## config.mk

```make
export PLATFORM = sky130hd
export DESIGN_NAME = pkt_rx
export DESIGN_NICKNAME = d
export VERILOG_FILES = /design/src/rtl/pkt_rx_pkg.sv /design/src/rtl/pkt_crc16.sv /design/src/rtl/pkt_idle_timer.sv /design/src/rtl/pkt_rx.sv
export SDC_FILE = /design/constraint.sdc
export NUM_CORES = 1
export LEC_CHECK = 0
export BUFFER_PORTS_ARGS = -buffer_cell sky130_fd_sc_hd__buf_4
export CAP_MARGIN = 20
export CORE_MARGIN = 8
export CORE_UTILIZATION = 61
export CTS_CLUSTER_DIAMETER = 200
export DETAILED_ROUTE_END_ITERATION = 8
export PLACE_DENSITY = 0.83
export SLEW_MARGIN = 30
export SYNTH_ARGS = -nofsm -noshare
export SYNTH_HDL_FRONTEND = slang
export SYNTH_HIERARCHICAL = 1
export SYNTH_SLANG_ARGS = --single-unit
```

## constraint.sdc

```tcl
create_clock -name clk -period 4.25 [get_ports clk]
set_clock_uncertainty 0.05 [all_clocks]
set_input_delay 1.275 -clock clk [delete_from_list [all_inputs] [get_ports clk]]
set_output_delay 1.275 -clock clk [all_outputs]
set_load 0.01 [all_outputs]
```

## src/rtl/pkt_rx_pkg.sv

```systemverilog
package pkt_rx_pkg;

    typedef enum logic [2:0] {
        ST_HUNT,
        ST_TYPE,
        ST_LEN_LO,
        ST_LEN_HI,
        ST_DATA,
        ST_CRC_LO,
        ST_CRC_HI
    } rx_state_t;

    localparam logic [7:0]  SOF_BYTE     = 8'h02;
    localparam logic [15:0] ERR_TOO_LONG = 16'h4100;
    localparam logic [15:0] ERR_BAD_CRC  = 16'h4101;
    localparam logic [15:0] ERR_STALL    = 16'h4102;

endpackage

```

## src/rtl/pkt_crc16.sv

```systemverilog
module pkt_crc16 #(
    parameter logic [15:0] POLY = 16'h1021,
    parameter logic [15:0] INIT = 16'hFFFF
) (
    input  logic        clk,
    input  logic        rst_n,
    input  logic        restart,
    input  logic        upd,
    input  logic [7:0]  din,
    output logic [15:0] crc
);
    logic [15:0] crc_d, crc_q;

    always_comb begin
        logic [15:0] c;
        c = crc_q;
        if (restart) begin
            c = INIT;
        end else if (upd) begin
            c = c ^ {din, 8'h00};
            for (int b = 0; b < 8; b++) begin
                c = c[15] ? ((c << 1) ^ POLY) : (c << 1);
            end
        end
        crc_d = c;
    end

    always_ff @(posedge clk) begin
        if (!rst_n) crc_q <= INIT;
        else        crc_q <= crc_d;
    end

    assign crc = crc_q;
endmodule

```

## src/rtl/pkt_idle_timer.sv

```systemverilog
module pkt_idle_timer #(
    parameter int LIMIT = 64
) (
    input  logic clk,
    input  logic rst_n,
    input  logic armed,
    input  logic activity,
    output logic expire
);
    localparam int CW = $clog2(LIMIT + 1);

    logic [CW-1:0] cnt_d, cnt_q;

    always_comb begin
        if (!armed || activity) cnt_d = '0;
        else                    cnt_d = cnt_q + 1'b1;
    end

    always_ff @(posedge clk) begin
        if (!rst_n) cnt_q <= '0;
        else        cnt_q <= cnt_d;
    end

    assign expire = armed && !activity && (cnt_q == CW'(LIMIT - 1));
endmodule

```

## src/rtl/pkt_rx.sv

```systemverilog
module pkt_rx
    import pkt_rx_pkg::*;
#(
    parameter logic [15:0] MAX_LEN    = 16'h13FA,
    parameter logic [15:0] CRC_INIT   = 16'hFFFF,
    parameter int          IDLE_LIMIT = 64
) (
    input  logic        clk,
    input  logic        rst_n,
    input  logic        in_valid,
    input  logic [7:0]  in_byte,
    output logic        hdr_valid,
    output logic [7:0]  frm_type,
    output logic [15:0] frm_len,
    output logic        pl_valid,
    output logic [7:0]  pl_data,
    output logic        pl_last,
    output logic        frm_good,
    output logic        frm_err,
    output logic [15:0] err_code
);
    typedef struct packed {
        rx_state_t   st;
        logic [7:0]  ftype;
        logic [15:0] flen;
        logic [15:0] cnt;
        logic [7:0]  crc_lo;
        logic        hdr;
        logic        plv;
        logic [7:0]  pld;
        logic        pll;
        logic        good;
        logic        err;
        logic [15:0] code;
    } rx_regs_t;

    rx_regs_t r_d, r_q;
    logic        crc_restart, crc_upd;
    logic [15:0] crc_val;
    logic        stall;

    pkt_crc16 #(.POLY(16'h1021), .INIT(CRC_INIT)) u_crc (
        .clk(clk), .rst_n(rst_n), .restart(crc_restart),
        .upd(crc_upd), .din(in_byte), .crc(crc_val)
    );

    pkt_idle_timer #(.LIMIT(IDLE_LIMIT)) u_idle (
        .clk(clk), .rst_n(rst_n), .armed(r_q.st != ST_HUNT),
        .activity(in_valid), .expire(stall)
    );

    always_comb begin
        logic [15:0] len_full;
        r_d         = r_q;
        r_d.hdr     = 1'b0;
        r_d.plv     = 1'b0;
        r_d.pll     = 1'b0;
        r_d.good    = 1'b0;
        r_d.err     = 1'b0;
        crc_restart = 1'b0;
        crc_upd     = 1'b0;
        len_full    = {in_byte, r_q.flen[7:0]};

        if (stall) begin
            r_d.st   = ST_HUNT;
            r_d.err  = 1'b1;
            r_d.code = ERR_STALL;
        end else if (in_valid) begin
            unique case (r_q.st)
                ST_HUNT: begin
                    if (in_byte == SOF_BYTE) begin
                        r_d.st      = ST_TYPE;
                        crc_restart = 1'b1;
                    end
                end
                ST_TYPE: begin
                    r_d.ftype = in_byte;
                    crc_upd   = 1'b1;
                    r_d.st    = ST_LEN_LO;
                end
                ST_LEN_LO: begin
                    r_d.flen = {8'h00, in_byte};
                    crc_upd  = 1'b1;
                    r_d.st   = ST_LEN_HI;
                end
                ST_LEN_HI: begin
                    crc_upd  = 1'b1;
                    r_d.flen = len_full;
                    r_d.cnt  = '0;
                    if (len_full > MAX_LEN) begin
                        r_d.st   = ST_HUNT;
                        r_d.err  = 1'b1;
                        r_d.code = ERR_TOO_LONG;
                    end else begin
                        r_d.hdr = 1'b1;
                        r_d.st  = (len_full == 16'h0000) ? ST_CRC_LO : ST_DATA;
                    end
                end
                ST_DATA: begin
                    crc_upd = 1'b1;
                    r_d.plv = 1'b1;
                    r_d.pld = in_byte;
                    r_d.cnt = r_q.cnt + 16'd1;
                    if (r_q.cnt == r_q.flen - 16'd1) begin
                        r_d.pll = 1'b1;
                        r_d.st  = ST_CRC_LO;
                    end
                end
                ST_CRC_LO: begin
                    r_d.crc_lo = in_byte;
                    r_d.st     = ST_CRC_HI;
                end
                ST_CRC_HI: begin
                    r_d.st = ST_HUNT;
                    if ({in_byte, r_q.crc_lo} == crc_val) begin
                        r_d.good = 1'b1;
                    end else begin
                        r_d.err  = 1'b1;
                        r_d.code = ERR_BAD_CRC;
                    end
                end
                default: r_d.st = ST_HUNT;
            endcase
        end
    end

    always_ff @(posedge clk) begin
        if (!rst_n) r_q <= '{st: ST_HUNT, default: '0};
        else        r_q <= r_d;
    end

    assign hdr_valid = r_q.hdr;
    assign frm_type  = r_q.ftype;
    assign frm_len   = r_q.flen;
    assign pl_valid  = r_q.plv;
    assign pl_data   = r_q.pld;
    assign pl_last   = r_q.pll;
    assign frm_good  = r_q.good;
    assign frm_err   = r_q.err;
    assign err_code  = r_q.code;
endmodule

```

==> results.tsv <==
metric	value	unit
status	finished, final reports clean	
Layout area overhead	7.13	%
slowest stage delay, CP	550	ps
CTS tree	yes	
DRT met1 WL	4990	microns
Syn Area/Cell	8.70	sq um
Worst-Skew Late Latency	370	ps
Crit. End Element	flip-flop	
crit path DAT	3470	ps
final period utilization	76.8	%
top sig layer	met4	
design internal power	1290	uW
# diodes	0	
I/O pin cnt	64	
LEAKAGE	0.00227	uW
drt total wl	11800	microns
sw frac	23.0	%
Die H	107	microns
Final nets	597	
synth warn	6	
DR WL met3	774	microns
Hold-fix buffers, CTS	0	
worst slew pin tran	865	ps
peak supply drop	0.000147	V
clock power share	43.8	%
EDFF count, synth	0	
Top cell by count, worst path	buf_4	
Critical R2R Launch	r_q[77]	
remaining global-route overflow	0	
synth unique cells	64	
Comb power frac	5.6	%
Routed Antenna Nets	0	
vias in the first global route	3941	
power per cell area	310	nW/um^2
gpl congestion	0.904	
hold endpoint	u_idle/cnt_q[0]	
sequential area share after synthesis	35.9	%
via density per instance	5.88	
DP HPWL	8470	microns
layout cells sized above 1	16.2	%
Crit path required time	4450	ps
Post-synth ARST share	0	%
DP Area	5120	sq um
Period minus WS final	3260	ps
Crit Path Max Fanout	26	
Mapped Cells	577	
drt initial violations	338	
Die Width	107	microns
CTS Buf Count	9	
pre-CTS worst setup slack	652	ps
Slew HR	42.3	%
worst reg2reg endpoint	u_crc/crc[12]	
# fillers	673	
Hold Path Stages	1	
Cell Rows	33	
DRC errors left	0	
DRT Pass-1 Iters	5	
Crit path max-delay family	buffers and inverters	
P_sw	384	uW
Main synth FF type	dfxtp_1	
max-slew violations	0	
Sink Count	90	
WP buf/inv	3	
setup TNS	0	ps
max cap viols	0	
Peak Freq	306	MHz
startpoint types	input port	
H-Tree Depth	3	
crit path cell chain	buf_4 -> nand2b_1 -> nor4_1 -> buf_4 -> nor2b_1 -> and3_1 -> clkinv_1 -> a21oi_1 -> a21bo_1	
Fin Hold WS	403	ps
largest net degree at the start of global routing	54	
Clock transition at path regs	80	ps
via count of the routed design	4066	
worst setup path category	in -> reg	
first-pass GRT wire length	19100	microns
starting density of the core	62.0	%
Cell Count, Final, Fillers Out	691	
min-delay worst type	reg -> reg	
IO Port Bufs	51	
final instance area	5380	sq um
unrepaired setup endpoints after global routing	false	
crit path max-delay cell type	clkinv_1	
Final setup viols	0	
Synth Register Bits	90	
Die ar.	11400	sq um
setup slack, reg-to-reg	1100	ps
initial antenna violation count	0	
CTS Buffer Depth	2	
worst reg2reg path depth	9	
GRT Total Usage	20.5	%
top cells by area, synth	dfxtp_1 36%, buf_4 7.3%, xnor2_1 6.1%	
WL met2	5800	microns
Post-Syn Area	5020	sq um
placed insts	675	
Root Driver	clkbuf_8	
min-delay src	u_idle/cnt_q[0]	
CORE AREA	8090	sq um
post-synth top area share	35.9	%
Post-CTS Setup Bufs	0	
Yosys top cell by area	dfxtp_1	
CTS resizes	0	
drt wl/cell	17.1	microns
Final Hold Viols	0	
Worst Setup Slack, final	985	ps
power share of the sequential group	50.6	%
[layout make-up]
| type | instances | area (sq um) | share of cell area (%) |
|---|---|---|---|
| Clock inverter | 7 | 130 | 2.42 |
| Clock buffer | 9 | 124 | 2.30 |
| Sequential cell | 90 | 1800 | 33.5 |
| Inverter | 9 | 33.8 | 0.628 |
| Tap cell | 105 | 131 | 2.44 |
| Timing Repair Buffer | 56 | 420 | 7.82 |
| Multi-Input combinational cell | 415 | 2740 | 50.9 |
[worst max-delay path by stage]
stage                    start            end  slack, ps  cells past startpoint
floorplan           in_byte[7]   u_crc/crc[7]       1110                      9
global placement      in_valid        r_q[41]        770                      8
detailed placement    in_valid  u_crc/crc[12]        650                      9
CTS                   in_valid  u_crc/crc[12]       1000                      9
global route          in_valid  u_crc/crc[12]        790                      9
finish                in_valid  u_crc/crc[12]        990                      9
[state kept, by name, indices dropped and copies added (netlist names)]
signal,count
frm_type,8
err_code,3
hdr_valid,1
pl_valid,1
r_q,27
pl_last,1
pl_data,8
frm_good,1
u_crc/crc,16
frm_err,1
frm_len,16
u_idle/cnt_q,7
[Yosys cell counts (3+ instances only)]
master	instances
clkbuf_1	21
xnor3_1	6
nand3b_1	3
nand3_1	17
a21oi_1	39
nor2_1	66
buf_4	49
nor2b_1	4
xor3_1	3
inv_1	7
xnor2_2	3
xor2_1	14
nand2b_1	4
nand2_1	56
nand4_1	10
nor3_1	15
and3_1	4
nor4_1	7
a22oi_1	10
mux2i_1	18
ha_1	5
or3_1	6
dfxtp_1	90
a31oi_1	6
xnor2_1	35
mux2_2	4
o211ai_1	8
o21ai_0	20
[power groups by stage]
stage	sequential [uW]	clock, uW	combinational, uW
global route	845	787	101
detailed placement	864	0	92.3
global placement	864	0	91.0
finish	844	730	94.1
floorplan	864	0	74.2
CTS	845	747	93.2
[routing by layer]
layer	vias to the layer above	global-route usage, %
met3	21	4.80
met4	0	8.04
li1	1946	-
met1	1963	24.1
met2	136	35.3
met5	-	0
[kinds of logic (layout without fill, tap and decap cells)]
| family | Yosys count | after routing | share of synthesized area, % |
|---|---|---|---|
| other | 1 | 12 | 0.0747 |
| buffers and inverters | 83 | 81 | 10.4 |
| AO/OA/AOI/OAI | 101 | 101 | 12.2 |
| flip-flops | 90 | 90 | 35.9 |
| XOR/XNOR | 63 | 63 | 14.7 |
| AND/OR/NAND/NOR | 212 | 212 | 21.0 |
| adder cells (fa/ha/maj) | 5 | 5 | 1.25 |
| multiplexers | 22 | 22 | 4.49 |
[metrics by stage]
stage | power, uW | util [%]
after floorplan | 938 | -
after CTS | 1680 | 66.5
after global placement | 955 | 63.3
after global routing | 1730 | 66.5
after detailed placement | 956 | 63.3
final | 1670 | 66.5
[cells in the final DEF, fill, tap and decap left out, types with 3 or more instances in the layout]
cell and count:
o211ai_1 8, nand3b_1 3, nand4_1 10, and3_1 4
nand3_1 17, xnor3_1 6, xor3_1 3, nor3_1 15
dfxtp_1 90, inv_1 7, xnor2_2 3, bufinv_16 3
a22oi_1 10, buf_4 56, nor4_1 7, xor2_1 14
nor2b_1 4, a31oi_1 6, o21ai_0 20, nor2_1 66
nand2b_1 4, conb_1 12, mux2_2 4, xnor2_1 35
a21oi_1 39, ha_1 5, mux2i_1 18, clkbuf_8 9
or3_1 6, nand2_1 56
Note: power is estimated with default switching activity, not from simulation.
